===== config.mk =====
export PLATFORM = sky130hd
export DESIGN_NAME = banked_regfile
export DESIGN_NICKNAME = d
export VERILOG_FILES = /design/src/rtl/banked_regfile.sv
export SDC_FILE = /design/constraint.sdc
export NUM_CORES = 1
export LEC_CHECK = 0
export ABC_AREA = 1
export BUFFER_PORTS_ARGS = -buffer_cell sky130_fd_sc_hd__buf_2
export CORE_MARGIN = 2
export CORE_UTILIZATION = 30
export DETAILED_ROUTE_END_ITERATION = 16
export GPL_TIMING_DRIVEN = 0
export PLACE_DENSITY = 0.56
export SLEW_MARGIN = 0
export SYNTH_ARGS = -nofsm -noshare
export SYNTH_HDL_FRONTEND = slang
export SYNTH_SLANG_ARGS = --single-unit

===== constraint.sdc =====
create_clock -name clk -period 3.21 [get_ports clk]
set_input_delay 0.321 -clock clk [delete_from_list [all_inputs] [get_ports clk]]
set_output_delay 0.321 -clock clk [all_outputs]
set_load 0.03 [all_outputs]

===== src/rtl/banked_regfile.sv =====
module banked_regfile #(
  parameter int W = 16
) (
  input  logic           clk,
  input  logic           rst,
  input  logic           bank_sel,
  input  logic           stk_sel,
  input  logic [3:0]     ra_sel,
  input  logic [1:0]     ra_size,
  input  logic           ra_hi,
  output logic [2*W-1:0] ra_data,
  input  logic [3:0]     rb_sel,
  input  logic [1:0]     rb_size,
  input  logic           rb_hi,
  output logic [2*W-1:0] rb_data,
  input  logic           we,
  input  logic [3:0]     wr_sel,
  input  logic [1:0]     wr_size,
  input  logic           wr_hi,
  input  logic [2*W-1:0] wr_data
);
  localparam int H = W / 2;
  localparam int NB = 7;

  // slots 0..6 banked: D0 D1 D2 D3 X0 X1 FRM; slot 7 unused
  logic [W-1:0] bk [2][8];
  logic [W-1:0] stat, usp, isp;
  logic [W-1:0] view [16];

  always_comb begin
    for (int i = 0; i < 16; i++) view[i] = '0;
    for (int i = 0; i < NB; i++) view[i] = bk[bank_sel][i];
    view[7] = stat;
    view[8] = stk_sel ? isp : usp;
  end

  function automatic logic [2*W-1:0] pick(input logic [3:0] s, input logic [1:0] z,
                                          input logic h, input logic [W-1:0] lo,
                                          input logic [W-1:0] up);
    logic [2*W-1:0] r;
    r = '0;
    case (z)
      2'd0: if (s < 4'd2) r[H-1:0] = h ? lo[W-1:H] : lo[H-1:0];
      2'd1: if (s <= 4'd8) r[W-1:0] = lo;
      2'd2: if (s == 4'd0 || s == 4'd1 || s == 4'd4) r = {up, lo};
      default: r = '0;
    endcase
    return r;
  endfunction

  // pair partner: 0->2, 1->3, 4->5
  assign ra_data = pick(ra_sel, ra_size, ra_hi, view[ra_sel],
                        view[(ra_sel == 4'd4) ? 4'd5 : (ra_sel + 4'd2)]);
  assign rb_data = pick(rb_sel, rb_size, rb_hi, view[rb_sel],
                        view[(rb_sel == 4'd4) ? 4'd5 : (rb_sel + 4'd2)]);

  logic [2:0] ws;
  logic [2:0] wp;
  assign ws = wr_sel[2:0];
  assign wp = (wr_sel == 4'd4) ? 3'd5 : (ws + 3'd2);

  always_ff @(posedge clk) begin
    if (rst) begin
      for (int b = 0; b < 2; b++)
        for (int i = 0; i < 8; i++) bk[b][i] <= '0;
      stat <= '0;
      usp  <= '0;
      isp  <= '0;
    end else if (we) begin
      case (wr_size)
        2'd0: if (wr_sel < 4'd2) begin
          if (wr_hi) bk[bank_sel][ws][W-1:H] <= wr_data[H-1:0];
          else       bk[bank_sel][ws][H-1:0] <= wr_data[H-1:0];
        end
        2'd1: begin
          if (wr_sel < 4'd7)       bk[bank_sel][ws] <= wr_data[W-1:0];
          else if (wr_sel == 4'd7) stat <= wr_data[W-1:0];
          else if (wr_sel == 4'd8) begin
            if (stk_sel) isp <= wr_data[W-1:0];
            else         usp <= wr_data[W-1:0];
          end
        end
        2'd2: if (wr_sel == 4'd0 || wr_sel == 4'd1 || wr_sel == 4'd4) begin
          bk[bank_sel][ws] <= wr_data[W-1:0];
          bk[bank_sel][wp] <= wr_data[2*W-1:W];
        end
        default: ;
      endcase
    end
  end

  // bank isolation
  for (genvar g = 0; g < NB; g++) begin : g_bank_chk
    assert_bank1_kept_R6: assert property (@(posedge clk) disable iff (rst)
      !bank_sel |=> $stable(bk[1][g]));
    assert_bank0_kept_R6: assert property (@(posedge clk) disable iff (rst)
      bank_sel |=> $stable(bk[0][g]));
  end

  assert_low_half_kept_R4: assert property (@(posedge clk) disable iff (rst)
    (we && wr_size == 2'd0 && wr_sel == 4'd0 && wr_hi && !bank_sel)
    |=> bk[0][0][H-1:0] == $past(bk[0][0][H-1:0]));
  assert_high_half_kept_R4: assert property (@(posedge clk) disable iff (rst)
    (we && wr_size == 2'd0 && wr_sel == 4'd1 && !wr_hi && !bank_sel)
    |=> bk[0][1][W-1:H] == $past(bk[0][1][W-1:H]));

  assert_pair_both_R5: assert property (@(posedge clk) disable iff (rst)
    (we && wr_size == 2'd2 && wr_sel == 4'd0 && !bank_sel)
    |=> bk[0][2] == $past(wr_data[2*W-1:W]) && bk[0][0] == $past(wr_data[W-1:0]));

  assert_isp_untouched_R8: assert property (@(posedge clk) disable iff (rst)
    !stk_sel |=> $stable(isp));
  assert_usp_untouched_R8: assert property (@(posedge clk) disable iff (rst)
    stk_sel |=> $stable(usp));

  assert_bad_code_noop_R10: assert property (@(posedge clk) disable iff (rst)
    (wr_sel > 4'd8 || wr_size == 2'd3)
    |=> $stable(stat) && $stable(usp) && $stable(isp));
  assert_bad_code_reads_zero_R10: assert property (@(posedge clk) disable iff (rst)
    (ra_sel > 4'd8) |-> ra_data == '0);
endmodule


==> results of run 1 <==
[registers in the layout (all words and copies together), names as in the netlist]
name,count
isp,16
stat,16
usp,16
bk,224
[cell type report]
type	instances	area share (%)
well taps	782	4.58
clock inverters	15	0.854
multi-input cells	1952	45.5
repair buffers	118	2.90
flip-flops and latches	272	36.0
clock buffers	33	3.39
inverters	160	2.86
diodes	2	0.0234
plain buffers	169	3.96
[how the worst max path moves through the flow]
stage / end / from / cells past startpoint
after floorplan: rb_data[28] / rb_sel[1] / 9
after global placement: ra_data[2] / bank_sel / 12
after detailed placement: ra_data[2] / bank_sel / 12
after CTS: rb_data[5] / bank_sel / 9
after global routing: ra_data[3] / bank_sel / 13
final: ra_data[21] / bank_sel / 8
[cell families after synthesis]
kind of cell,Yosys count,synth area share (%)
and+or+nand+nor,1124,25.1
AOI/OAI and AO/OA,786,23.4
buffers and inverters,330,7.21
DFF,272,41.8
muxes,25,1.36
adders and majority gates,17,1.16
[per-layer routing]
metal	GRT usage (%)	share of wire [%]
met4	19.7	7.2
met3	7.35	12
met2	46.5	41
met5	0	0.012
met1	43.9	40
[worst max-delay path, cell delays in order]
cell and delay (ns):
clkbuf_4 0.24, clkinv_2 0.17, clkbuf_2 0.35, o21ai_1 0.69, o21ai_0 0.18, o21ai_0 0.55, a221oi_1 0.25, buf_2 0.24
[layout by cell type, fill, tap and decap left out, types with 9 or more instances in the layout]
cell type	synthesis	final
a21oi_1	220	215
a221oi_1	13	9
buf_2	25	133
buf_4	1	15
buf_6	7	10
clkbuf_1	129	88
clkbuf_16	0	27
clkbuf_2	0	24
clkbuf_4	0	14
dfxtp_1	48	48
edfxtp_1	224	224
ha_1	17	17
inv_1	152	149
mux2i_1	25	11
mux2i_2	0	13
nand2_1	627	615
nand2_2	2	12
nand3_1	94	92
nand3_2	11	13
nor2_1	320	312
o211ai_1	69	69
o21ai_0	420	374
o21ai_1	5	33
o21ai_2	0	16
o221ai_1	21	17
o22ai_1	26	25
or2_2	36	36
[repair_timing]
action	in CTS	in global routing
hold buffers	0	0
resized for setup	155	72
setup endpoints to repair	64	53
setup buffers	1	0
pin swaps	4	3
[metrics by stage]
| stage | hold WS [ns] | utilization, % |
|---|---|---|
| 3_5_place_dp | 0.479 | 33.0 |
| 3_3_place_gp | 0.471 | 33.0 |
| 5_1_grt | 0.227 | 35.3 |
| 6_report | 0.215 | 35.4 |
| 2_1_floorplan | 0.444 | - |
| 4_1_cts | 0.190 | 35.1 |
[report_power, final]
group          switching (W)  internal [W]  total (W)
Clock                0.00140       0.00193    0.00333
Combinational        0.00171      0.000482    0.00219
Sequential         0.0000583       0.00400    0.00406
Total                0.00317       0.00641    0.00958
==> results.txt, run 1 <==
Sink Count -> 272
Avg Synthesized Cell Area -> 7.20 um^2
Num CTS Buffers -> 27
Worst slew margin -> 21.3%
Synth area leader -> edfxtp_1
Setup Viol. Count Final -> 1
H-tree levels -> 1
Ys flop type -> edfxtp_1
Sequential-to-total area share from yosys stat -> 41.8%
Core Area -> 60500 um^2
Area occupied by multi-input gates -> 9720 um^2
Largest net degree at the start of global routing -> 16
Drt total wl -> 105 mm
Fin. Hold Viols -> 0
FF+latch count, synth -> 272
DRC viols -> 0
Register Area -> 7690 um^2
Clk Latency, worst-skew pair -> 0.54 ns
Initial antenna violation count -> 2
Clk buf depth -> 3
# nets final -> 2775
Worst setup path class -> input pin to output port
RSZ-0062 raised after global routing -> no
Worst Hold Launch -> wr_data[9]
Reg-to-Reg Start -> stat[12]
FF-to-FF setup slack -> 2.37 ns
Hpwl dp -> 80.9 mm
Design area -> 21400 um^2
Layout fillers -> 6482
F_max -> 0.302 GHz
Final worst setup slack -> -0.102 ns
Vias per cell -> 5.91
Layout area overhead -> 16.2%
Iteration count of the initial detailed-routing pass -> 7
Slew Viols, Final -> 0
Drt initial violations -> 3122
Syn_nets -> 2629
Final std cells w/o fill -> 3503
Top cells by area, synth -> edfxtp_1 (37%), nand2_1 (13%), o21ai_0 (11%)
Worst Hold End -> stat[9]
Depth of the most critical reg-to-reg path -> 2
Run status -> finished, violations left
Vias in the first global route -> 18700
Dpl cells -> 3453
CP Capture Type -> output port
Final min period -> 3.31 ns
Worst min path class -> input pin to flip-flop
Clock transition at the registers of the reported paths -> 0.06 ns
Slew at the pin with the worst max-slew slack -> 1.17 ns
CP startpoint kind -> input pin
Die area -> 63300 um^2
Die span in x -> 252 um
Die Ht -> 252 um
GR Overflow Total -> 0
Vias -> 20700
Avg WL per Cell -> 30.1 um
Layout cell share with drive strength beyond 1 -> 13.8%
Number of synthesized flops with an enable pin -> 224
Reg2reg end -> stat[12]
Period utilization -> 103%
VDD IR max -> 0.000403 V
Placement Setup Slack -> -1.24 ns
Leak -> 8.83 nW
GPL Wtd Cong -> 1.05
Asr flop ratio synth -> 0%
FP Rows -> 90
Worst Path Required -> 2.89 ns
Critical Path AT -> 2.99 ns
TritonCTS clock tree -> done
Share of the synthesized area in the top cell type -> 36.6%
Top-count cell post-synth -> nand2_1
Failing checks -> setup timing
Power Dens Cells -> 448 nW/um^2
Hold Crit Depth -> 3
Initial core utilization -> 30.4%
Final setup TNS -> -0.102 ns
Root Buffer -> clkbuf_16
Warnings, synthesis -> 0
First-pass GRT wire length -> 145 mm
Tot Pwr -> 0.00958 W
Layout Skew -> 0 ns
Synth unique cells -> 38
CP Max Fanout -> 10
Max_cap viols -> 0
Final ANT Viol Nets -> 0
Syn Inst Count -> 2554
Area of the mapped netlist -> 18400 um^2
Commonest cells post-synth -> nand2_1 (627), o21ai_0 (420), nor2_1 (320)
Cell Area, Placed -> 20000 um^2
GRT Overall Usage -> 32.3%
Ports -> 122
Port Buffer Count -> 116
(Power assumes the default switching activity.)
==> run 2, diff against run 1 <==
Settings changed: PLACE_DENSITY 0.56 to 0.58.
Clock period 3.21 ns to 2.7 ns, I/O delays scaled along.
==> run 2 against run 1 <==
  * Worst hold slack lost 0.069 ns
  * Flip-flop and latch count unchanged
  * Non-clock buffer count increased by 19
  * First-iteration DRC count rose by 2.0%
  * The flow still finishes with violations (setup timing)
  * Sequential share of layout area is 1.8 points lower
  * Wire length shrank 1.0%
  * Combinational power is 29% higher
  * Critical path depth stayed put
  * Register-to-register slack worse by 0.52 ns
  * Die area is the same
  * Clock skew stayed put
==> results.txt, run 2 (same netlist as run 1, synthesis figures left out) <==
# nets final -> 2793
CP Capture Type -> output port
Critical Path Start -> bk[0][36]
DRC viols -> 0
Layout cell share with drive strength beyond 1 -> 20.3%
Num CTS Buffers -> 26
Vias in the first global route -> 18900
Clock transition at the registers of the reported paths -> 0.07 ns
Vias per cell -> 5.92
First-pass GRT wire length -> 145 mm
VDD IR max -> 0.000424 V
Area occupied by multi-input gates -> 10500 um^2
Depth of the most critical reg-to-reg path -> 2
Hpwl dp -> 81.1 mm
Layout area overhead -> 22.4%
Fin. Hold Viols -> 0
Cts-stage hold buffer count -> 0
Initial core utilization -> 30.4%
Seq pwr share -> 42.9%
Initial antenna violation count -> 1
RSZ-0062 raised after global routing -> yes
CP startpoint kind -> flip-flop
Critical path capture point -> ra_data[4]
Most frequent cells in the layout -> nand2_1 (568), o21ai_0 (337), nor2_1 (308)
Iteration count of the initial detailed-routing pass -> 7
Cell mode on critical path -> nand2_1
Final worst setup slack -> -0.0365 ns
Switching pwr -> 0.00385 W
Setup Viol. Count Final -> 6
Cell Area, Placed -> 20000 um^2
Slowest-stage cell, CP -> edfxtp_1
GRT Overall Usage -> 32.2%
H-tree levels -> 1
Clock power frac -> 32.0%
Reg2reg end -> stat[1]
Pint -> 0.00742 W
Avg WL per Cell -> 29.6 um
Layout fillers -> 6382
Slew Viols, Final -> 0
CP max stage delay -> 0.35 ns
GR Overflow Total -> 0
Logic pwr share -> 25.1%
Critical Path AT -> 2.47 ns
Die Ht -> 252 um
Core Area -> 60500 um^2
Worst min path class -> input pin to flip-flop
Worst Path Required -> 2.43 ns
Switching Fraction -> 34.1%
Hold Slack -> 0.146 ns
Die area -> 63300 um^2
Max reg flops -> 224
FP Rows -> 90
Period utilization -> 101%
Reg-to-Reg Start -> stat[1]
Critical-path cell list -> or2_2 -> o21ai_1 -> o221ai_1 -> nand2_1 -> nand3_1 -> nand2_1 -> a21oi_1 -> buf_2
Die span in x -> 252 um
Slew at the pin with the worst max-slew slack -> 1.27 ns
Design area -> 22500 um^2
Tot Pwr -> 0.0113 W
Largest register by flop count -> bk
GPL Wtd Cong -> 1.06
Vias -> 20800
Register Area -> 7690 um^2
Worst slew margin -> 15.4%
Worst setup path class -> flip-flop to output port
Port Buffer Count -> 116
Clk Latency, worst-skew pair -> 0.54 ns
Drt total wl -> 104 mm
Layout Skew -> 0 ns
ANT cells -> 0
Drt initial violations -> 3184
CP Max Fanout -> 4
Failing checks -> setup timing
Sink Count -> 272
Clk buf depth -> 3
Largest net degree at the start of global routing -> 16
F_max -> 0.365 GHz
Run status -> finished, violations left
FF-to-FF setup slack -> 1.85 ns
Commonest non-fill, non-tap cell in the layout -> nand2_1
TritonCTS clock tree -> done
Final min period -> 2.74 ns
Final ANT Viol Nets -> 0
Leak -> 9.18 nW
Root Buffer -> clkbuf_16
Power Dens Cells -> 500 nW/um^2
Max_cap viols -> 0
Ports -> 122
run 2: worst min path at each step:
stage	from	end	slack, ns	cells after the start
2_1_floorplan	stat[7]	stat[7]	0.44	2
3_3_place_gp	stat[7]	stat[7]	0.48	2
3_5_place_dp	stat[7]	stat[7]	0.48	2
4_1_cts	wr_data[12]	stat[12]	0.13	3
5_1_grt	wr_data[12]	stat[12]	0.16	3
6_report	wr_data[12]	stat[12]	0.15	3
run 2: cell type report:
type                            instances  area share [%]
Buffer                                169            4.87
Clock buffer                           31            3.11
Tap cell                              782            4.34
Sequential cell                       272            34.1
Clock inverter                         17           0.517
Inverter                              160            2.71
Timing Repair Buffer                  137            3.69
Multi-Input combinational cell       1952            46.6
run 2: worst max-delay path: cells and delay by family, from the launching register on:
kind            cells  cell delay, ns
buf+inv             1            0.19
simple gates        4            0.64
compound gates      3            0.74
flops               1            0.35
run 2: stage by stage:
| stage | utilization [%] | TNS [ns] | instances | worst slack, ns |
|---|---|---|---|---|
| 2_1_floorplan | - | 0 | 2554 | 0.0168 |
| 3_3_place_gp | 33.0 | -241.23 | 3452 | -1.69 |
| 3_5_place_dp | 33.0 | -234.89 | 3453 | -1.65 |
| 4_1_cts | 36.4 | -0.0307 | 3511 | -0.0259 |
| 5_1_grt | 37.2 | -0.114 | 3520 | -0.0266 |
| 6_report | 37.2 | -0.126 | 3520 | -0.0365 |
run 2: power by group through the flow:
stage	clock network [W]	logic, W	registers, W
floorplan	0	0.00122	0.00488
global route	0.00374	0.00290	0.00485
detailed placement	0	0.00235	0.00490
finish	0.00360	0.00283	0.00483
CTS	0.00358	0.00260	0.00483
global placement	0	0.00238	0.00489
run 2: per-layer routing:
layer / global-route usage (%) / vias up / share of wire (%)
met5: 0 / - / 0
met4: 19.3 / 0 / 7.3
met3: 6.65 / 295 / 12
met2: 47.3 / 1555 / 41
met1: 43.3 / 9899 / 40
li1: - / 9098 / -
run 2: repair_timing:
item | in CTS | in global routing
setup endpoints to repair | 83 | 319
gates resized for setup | 387 | 176
pin swaps | 19 | 34
setup buffers | 11 | 9
